$ cat config.mk
export PLATFORM = sky130hd
export DESIGN_NAME = wsq_guard
export DESIGN_NICKNAME = d
export VERILOG_FILES = /design/src/rtl/wsq_pkg.sv /design/src/rtl/wsq_sync.sv /design/src/rtl/wsq_holdoff.sv /design/src/rtl/wsq_filter.sv /design/src/rtl/wsq_guard.sv
export SDC_FILE = /design/constraint.sdc
export NUM_CORES = 1
export LEC_CHECK = 0
export BUFFER_PORTS_ARGS = -buffer_cell sky130_fd_sc_hd__buf_2
export CORE_ASPECT_RATIO = 0.7
export CORE_MARGIN = 4
export CORE_UTILIZATION = 53
export DETAILED_ROUTE_END_ITERATION = 16
export PLACE_DENSITY = 0.73
export SLEW_MARGIN = 20
export SYNTH_ARGS = -nofsm -noshare
export SYNTH_HDL_FRONTEND = slang
export SYNTH_SLANG_ARGS = --single-unit
$ cat constraint.sdc
create_clock -name clk -period 1.65 [get_ports clk]
set_clock_uncertainty 0.1 [all_clocks]
set_input_delay 0.2475 -clock clk [delete_from_list [all_inputs] [get_ports clk]]
set_output_delay 0.2475 -clock clk [all_outputs]
set_load 0.05 [all_outputs]
$ cat src/rtl/wsq_pkg.sv
package wsq_pkg;

  // Width needed to hold counts 0..max_val
  function automatic int unsigned cnt_width(input int unsigned max_val);
    int unsigned w;
    w = $clog2(max_val + 1);
    return (w < 1) ? 1 : w;
  endfunction

  // Write strobe is active while both chip enable and write enable are low
  function automatic logic strobe_active(input logic ce_n, input logic we_n);
    return (!ce_n) && (!we_n);
  endfunction

  // A strobe may count toward a write only with output enable high and power settled
  function automatic logic write_permitted(input logic strobe, input logic oe_n,
                                           input logic pwr_ready);
    return strobe && oe_n && pwr_ready;
  endfunction

  // Bit order of the synchronized control bundle
  typedef struct packed {
    logic supply_ok;
    logic ce_n;
    logic oe_n;
    logic we_n;
  } ctl_pins_t;

  localparam ctl_pins_t CTL_RESET = '{supply_ok: 1'b0, ce_n: 1'b1, oe_n: 1'b1, we_n: 1'b1};

endpackage

$ cat src/rtl/wsq_sync.sv
module wsq_sync #(
  parameter int unsigned STAGES = 2,
  parameter int unsigned WIDTH  = 4,
  parameter logic [WIDTH-1:0] RST_VAL = '0
) (
  input  logic             clk,
  input  logic             rst_n,
  input  logic [WIDTH-1:0] d_i,
  output logic [WIDTH-1:0] q_o
);

  logic [WIDTH-1:0] chain [STAGES];

  genvar g;
  generate
    for (g = 0; g < STAGES; g++) begin : g_stage
      always_ff @(posedge clk or negedge rst_n) begin
        if (!rst_n) begin
          chain[g] <= RST_VAL;
        end else begin
          if (g == 0) chain[g] <= d_i;
          else        chain[g] <= chain[(g == 0) ? 0 : g - 1];
        end
      end
    end
  endgenerate

  assign q_o = chain[STAGES-1];

endmodule

$ cat src/rtl/wsq_holdoff.sv
module wsq_holdoff
  import wsq_pkg::*;
#(
  parameter int unsigned HOLDOFF_CYCLES = 1000000
) (
  input  logic clk,
  input  logic rst_n,
  input  logic supply_ok_s,
  output logic pwr_ready_o
);

  localparam int unsigned CW = cnt_width(HOLDOFF_CYCLES);
  localparam logic [CW-1:0] LIMIT = CW'(HOLDOFF_CYCLES);

  logic [CW-1:0] hold_cnt_q;

  always_ff @(posedge clk or negedge rst_n) begin
    if (!rst_n) begin
      hold_cnt_q <= '0;
    end else if (!supply_ok_s) begin
      hold_cnt_q <= '0;
    end else if (hold_cnt_q != LIMIT) begin
      hold_cnt_q <= hold_cnt_q + 1'b1;
    end
  end

  assign pwr_ready_o = (hold_cnt_q == LIMIT);


  supply_drop_restart_chk: assert property (@(posedge clk) disable iff (!rst_n)
    !supply_ok_s |=> (hold_cnt_q == '0) && !pwr_ready_o);


  holdoff_bound_chk: assert property (@(posedge clk) disable iff (!rst_n)
    hold_cnt_q <= LIMIT);


  ready_needs_supply_chk: assert property (@(posedge clk) disable iff (!rst_n)
    pwr_ready_o |-> $past(supply_ok_s));

endmodule

$ cat src/rtl/wsq_filter.sv
module wsq_filter
  import wsq_pkg::*;
#(
  parameter int unsigned MIN_LOW_CYCLES = 3
) (
  input  logic clk,
  input  logic rst_n,
  input  logic strobe_i,
  input  logic permit_i,
  output logic wr_start_o
);

  localparam int unsigned CW = cnt_width(MIN_LOW_CYCLES);
  localparam logic [CW-1:0] LAST = CW'(MIN_LOW_CYCLES - 1);

  logic [CW-1:0] low_cnt_q;
  logic          fired_q;
  logic          wr_start_q;
  logic          width_met;
  logic          fire_now;

  assign width_met = (low_cnt_q == LAST);
  assign fire_now  = permit_i && !fired_q && width_met;

  always_ff @(posedge clk or negedge rst_n) begin
    if (!rst_n) begin
      low_cnt_q  <= '0;
      fired_q    <= 1'b0;
      wr_start_q <= 1'b0;
    end else begin
      wr_start_q <= fire_now;
      if (!permit_i)       low_cnt_q <= '0;
      else if (!width_met) low_cnt_q <= low_cnt_q + 1'b1;
      if (fire_now)        fired_q <= 1'b1;
      else if (!strobe_i)  fired_q <= 1'b0;
    end
  end

  assign wr_start_o = wr_start_q;


  pulse_single_chk: assert property (@(posedge clk) disable iff (!rst_n)
    wr_start_q |=> !wr_start_q);


  one_per_strobe_chk: assert property (@(posedge clk) disable iff (!rst_n)
    wr_start_q |-> !$past(fired_q));


  width_before_fire_chk: assert property (@(posedge clk) disable iff (!rst_n)
    wr_start_q |-> $past(width_met) && $past(permit_i));

endmodule

$ cat src/rtl/wsq_guard.sv
module wsq_guard
  import wsq_pkg::*;
#(
  parameter int unsigned SYNC_STAGES    = 2,
  parameter int unsigned HOLDOFF_CYCLES = 1000000,
  parameter int unsigned MIN_LOW_CYCLES = 3
) (
  input  logic clk,
  input  logic rst_n,
  input  logic supply_ok_i,
  input  logic ce_n_i,
  input  logic oe_n_i,
  input  logic we_n_i,
  output logic wr_start_o
);

  localparam int unsigned CTL_W = $bits(ctl_pins_t);

  ctl_pins_t raw_pins;
  ctl_pins_t sync_pins;
  logic      strobe_s;
  logic      oe_s;
  logic      power_ready;
  logic      permit;

  assign raw_pins = '{supply_ok: supply_ok_i, ce_n: ce_n_i, oe_n: oe_n_i, we_n: we_n_i};


  wsq_sync #(
    .STAGES (SYNC_STAGES),
    .WIDTH  (CTL_W),
    .RST_VAL(CTL_RESET)
  ) u_sync (
    .clk  (clk),
    .rst_n(rst_n),
    .d_i  (raw_pins),
    .q_o  (sync_pins)
  );

  wsq_holdoff #(
    .HOLDOFF_CYCLES(HOLDOFF_CYCLES)
  ) u_holdoff (
    .clk        (clk),
    .rst_n      (rst_n),
    .supply_ok_s(sync_pins.supply_ok),
    .pwr_ready_o(power_ready)
  );

  assign strobe_s = strobe_active(sync_pins.ce_n, sync_pins.we_n);
  assign oe_s     = sync_pins.oe_n;
  assign permit   = write_permitted(strobe_s, oe_s, power_ready);

  wsq_filter #(
    .MIN_LOW_CYCLES(MIN_LOW_CYCLES)
  ) u_filter (
    .clk       (clk),
    .rst_n     (rst_n),
    .strobe_i  (strobe_s),
    .permit_i  (permit),
    .wr_start_o(wr_start_o)
  );


  start_needs_supply_chk: assert property (@(posedge clk) disable iff (!rst_n)
    wr_start_o |-> $past(sync_pins.supply_ok));


  start_after_holdoff_chk: assert property (@(posedge clk) disable iff (!rst_n)
    wr_start_o |-> $past(power_ready));


  start_needs_oe_high_chk: assert property (@(posedge clk) disable iff (!rst_n)
    wr_start_o |-> $past(oe_s));


  start_needs_strobe_chk: assert property (@(posedge clk) disable iff (!rst_n)
    wr_start_o |-> $past(strobe_s));

endmodule

### Yosys cells after proc, flatten, opt, wreduce, memory -nomap -nowiden

Cells that the tools add are included.

| cells by class | value |
|---|---|
| mux-type cells | 6 |
| reduce and logical (&&, ||, !) cells | 8 |
| equal/unequal tests | 6 |
| add/sub/neg operators | 2 |

Operators by type and width:

| operator | number |
|---|---|
| 20-bit 2-to-1 mux | 2 |
| 20-bit by 1-bit adder with 20-bit output (second input constant) | 1 |
| 20-bit == test (second input constant) | 1 |
| 20-bit != test (second input constant) | 1 |
| 1-bit logical AND | 5 |
| 2-bit 2-to-1 mux | 2 |
| 2-bit by 1-bit != test with 1-bit output (second input constant) | 2 |
| 1-bit logical NOT | 3 |
| 2-bit by 1-bit adder with 2-bit output (second input constant) | 1 |
| 2-bit == test (second input constant) | 1 |
| 1-bit 2-to-1 mux | 2 |
| 2-bit != test (second input constant) | 1 |

| storage, ports and cells | value |
|---|---|
| output and inout bits | 1 |
| register bits | 32 |
| input bits | 6 |
| logic and storage cells | 28 |

### Longest topological paths before layout

| logic depth | value |
|---|---|
| word-level depth | 7 |
| depth in mapped cells | 5 |
| gate-level depth less buffers | 5 |

### Cells and area by module

Synthesis repeated with hierarchy kept, for this count alone.

| second synthesis, totals | value |
|---|---|
| cells, all modules | 145 |
| area, all modules | 1483.9 um2 |

By module, submodules not included:

| module | times used | cells each | area an instance (um2) |
|---|---|---|---|
| wsq_holdoff | 1 | 116 | 1061.0 |
| wsq_sync | 1 | 12 | 237.7 |
| wsq_filter | 1 | 15 | 168.9 |
| wsq_guard | 1 | 2 | 16.3 |

### Least setup slack after synthesis

OpenSTA, ideal clock, no wires.

| timing | value |
|---|---|
| path type | register to register |
| start point | reg u_holdoff.hold_cnt_q[0] |
| end point | reg u_holdoff.hold_cnt_q[0] |
| library setup time | 79 ps |
| stages on the path, launching flop included | 6 |
| arrival | 1669 ps |
| clock period less this slack | 1848 ps |
| slack | -198 ps |
| path through | dfrtp_1 -> inv_1 -> ha_1 -> or4bb_1 -> nor4_4 -> mux2i_1 |

| on the way | value |
|---|---|
| longest elaborated chain between the ends | 3 |
| elaborated cells on any way between the ends | 5 |
| classes of those cells | add/sub (1); eq/ne (2); mux (2) |

Ends and longest elaborated chain:

| element | RTL line | RTL |
|---|---|---|
| start: declaration | wsq_holdoff.sv:15 | `logic [CW-1:0] hold_cnt_q;` |
| start signal: assignment | wsq_holdoff.sv:23 | `hold_cnt_q <= hold_cnt_q + 1'b1;` |
| 20-bit by 1-bit adder with 20-bit output | wsq_holdoff.sv:23 |  |
| 20-bit 2-to-1 mux | wsq_holdoff.sv:22 | `end else if (hold_cnt_q != LIMIT) begin` |
| 20-bit 2-to-1 mux | wsq_holdoff.sv:20 | `end else if (!supply_ok_s) begin` |

Parallel ways exist; a longest one is shown, timed or not. The select of a mux whose other input is x is not followed.
A chain may end at the register's enable or synchronous reset.

### Worst setup path in the final report

| timing | value |
|---|---|
| start point | reg u_holdoff.hold_cnt_q[5] |
| end point | reg u_holdoff.hold_cnt_q[1] |

| on the way | value |
|---|---|
| longest elaborated chain between the ends | 2 |

Ends and longest elaborated chain:

| element | RTL line |
|---|---|
| 20-bit != test | wsq_holdoff.sv:22 |
| 2-bit by 1-bit != test with 1-bit output (no source line) | - |

Every way passes these cells.

==> results.yml <==
yosys:
  yosys_warnings: 0
  synth_area_leaders: "dfrtp_1 (43%), dfstp_2 (10%), xnor2_1 (4.0%), nor4_4 (2.8%), nor2_1 (2.7%)"
  synth_cell_types: 37
  synth_area_leader_cell: "dfrtp_1"
  synth_top_area_frac: 0.426
  synthCells: 138
  synth_area_um2: 1530
  yosysSeqAreaShare: 0.529
  ys_ff_latch: 32
  syn-num-nets: 147
  post_synth.cell_area_avg_um2: 11.1
power_and_ir_drop:
  p_leak_nw: 0.984
  finalPower_w: 0.00153
  peakVddDrop_mv: 0.804
  p_switching_w: 0.000345
  power.internal_w: 0.00119
  p_seq_frac: 0.534
  switching_share: 0.226
  powerDensity_nw_per_um2: 723
  comb_power_share: 0.062
  power_frac_clock: 0.405
outcome:
  violations: "negative setup slack"
  status: "finished, violations left"
worst_setup_path:
  cp.arrival_ns: 1.95
  start_kind: "flip-flop"
  required_ns: 1.76
  crit_path_end_kind: "flip-flop"
  path_max_fanout: 5
  crit_type: "reg -> reg"
grt:
  antenna_found_initial: 0
  grt.total_usage: 0.207
  grt_max_degree: 33
  grt_first_pass_wirelength_um: 5870
  grt_pass1_vias: 1296
  grt_overflow: 0
timing:
  finalCritPeriodShare: 1.11
  max_freq_mhz: 545
  setup_viol: 8
  slew_headroom: 0.532
  slew_viol_final: 0
  worst_pin_slew_ns: 0.702
  rsz0062_at_grt: "true"
  hold_viol: 0
  min_period_ns: 1.83
  hold_ws_ns: 0.249
  worst_slack_ns: -0.184
final_layout:
  n_antenna_cell: 0
  fin_area_um2: 2120
  stdcell_count: 220
  areaGrowthSynthToFinish_pct: 38.5
  drive_above_1_share: 0.403
  nets: 194
  final-seq-area_um2: 808
  nFillCells: 140
  multiInputGateArea_um2: 816
placed_design:
  placed_cell_area_um2: 1770
  place_ws_ns: -0.195
  io_buffers: 6
  place.gp.congestion: 0.781
  dp_hpwl_um: 2160
  post-place-cells: 198
drt:
  firstDrtPassIters: 4
  drtAntennaViolNets: 0
  drt_wl_total_um: 3510
  wl_per_cell_um: 15.9
  vias_per_cell: 5.63
  drtIter0Drc: 59
  route.detailed.drc: 0
  vias: 1238
cts:
  numCtsBuffers: 5
  htree_num_levels: 2
  path_clk_slew_ns: 0.06
  clk_path_buf_depth: 2
  cts.root.buffer_cell: "clkbuf_8"
  tritoncts: "built"
  clock_latency_ns: 0.29
  cts_sinks: 32
die:
  fp.dieW_um: 72.2
  coreArea_um2: 2610
  pin_count: 7
  die-area_um2: 3820
  dieHeight_um: 52.9
  num_rows: 15
  initial_utilization: 0.586
job:
  maxCapViolations: 0
hold_path:
  hold_path_class: "reg -> reg"
==> worst max-delay path, cell delays in order (launching register included) <==
cell and delay [ns]:
dfrtp_1 0.45, nor4b_1 0.41, nand4_1 0.27, nor4_4 0.31, mux2i_1 0.22
==> metrics by stage <==
stage                     setup TNS (ns)  utilization
after global routing               -2.09        0.812
after CTS                         -0.765        0.780
after global placement            -0.777        0.679
after detailed placement           -1.16        0.679
final                              -1.19        0.812
after floorplan                   -0.694            -
==> synth_stat cells <==
master     n
dfrtp_1   26
and3_1     2
nor3_1     4
ha_1       3
nand4_1    3
nor2_1    11
inv_1      6
nand3b_1   3
and4_1     4
or4b_1     1
o21ai_1    1
nor4_4     2
a21bo_2    1
nor4_2     1
o31ai_1    1
nor4b_1    1
nor4_1     2
xnor2_1    7
or2_0      1
o21ai_0    6
or4_1      1
or4bb_1    1
or3_1      4
nor2b_1    2
mux2i_1    3
a22o_1     1
nand2_1    9
nand4_2    2
nand4_4    1
or4b_4     1
dfstp_2    6
xor2_1     3
a21oi_1    6
buf_2      1
clkbuf_1   2
nand3_1    8
nand2b_1   1
==> sequential cells by signal, indices dropped and copies added (netlist names) <==
signal                count
u_holdoff.hold_cnt_q     20
u_filter.low_cnt_q        2
u_filter.fired_q          1
u_sync.chain              4
u_sync.q_o                4
u_filter.wr_start_o       1
==> area by class of cell <==
cell class,count,share of cell area
multi-input combinational,97,0.385
clock buffer,8,0.0425
tap,34,0.0201
inverter,6,0.0106
sequential,32,0.382
timing repair buffer,43,0.160
==> layout by cell type (no fill, tap or decap), drive strengths merged <==
| master | n |
|---|---|
| or2 | 1 |
| o31ai | 1 |
| or4bb | 1 |
| nor2b | 2 |
| a22o | 1 |
| mux2i | 3 |
| clkbuf | 8 |
| nand4 | 6 |
| nand3 | 8 |
| nand3b | 3 |
| xnor2 | 7 |
| xor2 | 3 |
| or3 | 4 |
| nand2 | 9 |
| and3 | 2 |
| nand2b | 1 |
| nor4 | 5 |
| a21bo | 1 |
| nor4b | 1 |
| or4b | 2 |
| a21oi | 6 |
| o21ai | 7 |
| ha | 3 |
| nor3 | 4 |
| or4 | 1 |
| nor2 | 11 |
| buf | 38 |
| and4 | 4 |
| dlygate4sd3 | 5 |
| inv | 6 |
| dfrtp | 26 |
| dfstp | 6 |
==> cells by family (layout without fill, tap and decap cells) <==
kind of cell,after synthesis,after routing,synth area share
and+or+nand+nor,65,65,0.287
DFF,32,32,0.529
AOI/OAI and AO/OA,16,16,0.0597
xor gates and xnor gates,10,10,0.0573
buffers and inverters,9,57,0.0229
adders and majority gates,3,3,0.0246
muxes,3,3,0.0196
==> repair_timing <==
| item | in CTS | in global routing |
|---|---|---|
| pin swaps | 6 | 10 |
| resized for setup | 16 | 12 |
| gates cloned | 0 | 0 |
| endpoints found under the setup margin | 12 | 19 |
| endpoints found under the hold margin | 30 | 0 |
| hold buffers | 5 | 0 |
| setup buffers | 6 | 5 |
==> power by group through the flow <==
stage	logic (W)	clock network [W]	registers, W
floorplan	0.0000238	0	0.000830
global placement	0.0000660	0	0.000829
detailed placement	0.0000687	0	0.000830
CTS	0.0000914	0.000618	0.000817
global route	0.000106	0.000672	0.000819
finish	0.0000942	0.000620	0.000817
==> routing by layer <==
| metal | up-vias | share of wire | global-route usage |
|---|---|---|---|
| met5 | - | 0 | 0 |
| met4 | 0 | 0.027 | 0.0875 |
| met3 | 12 | 0.049 | 0.0645 |
| met2 | 33 | 0.47 | 0.322 |
| met1 | 605 | 0.46 | 0.267 |
| li1 | 588 | - | - |
==> path summary, 6_finish.rpt <==
check	start	endpoint	slack [ns]	cells after the start
max	u_holdoff.hold_cnt_q[5]	u_holdoff.hold_cnt_q[1]	-0.18	4
min	u_sync.chain[7]	u_sync.q_o[3]	0.25	0
max reg2reg	u_holdoff.hold_cnt_q[5]	u_holdoff.hold_cnt_q[1]	-0.18	4
min reg2reg	u_sync.chain[7]	u_sync.q_o[3]	0.25	0
max in group asynchronous	rst_n	u_holdoff.hold_cnt_q[18]	0.55	2
min in group asynchronous	rst_n	u_filter.wr_start_o	0.44	2
Power figures use the tool's default switching activity.
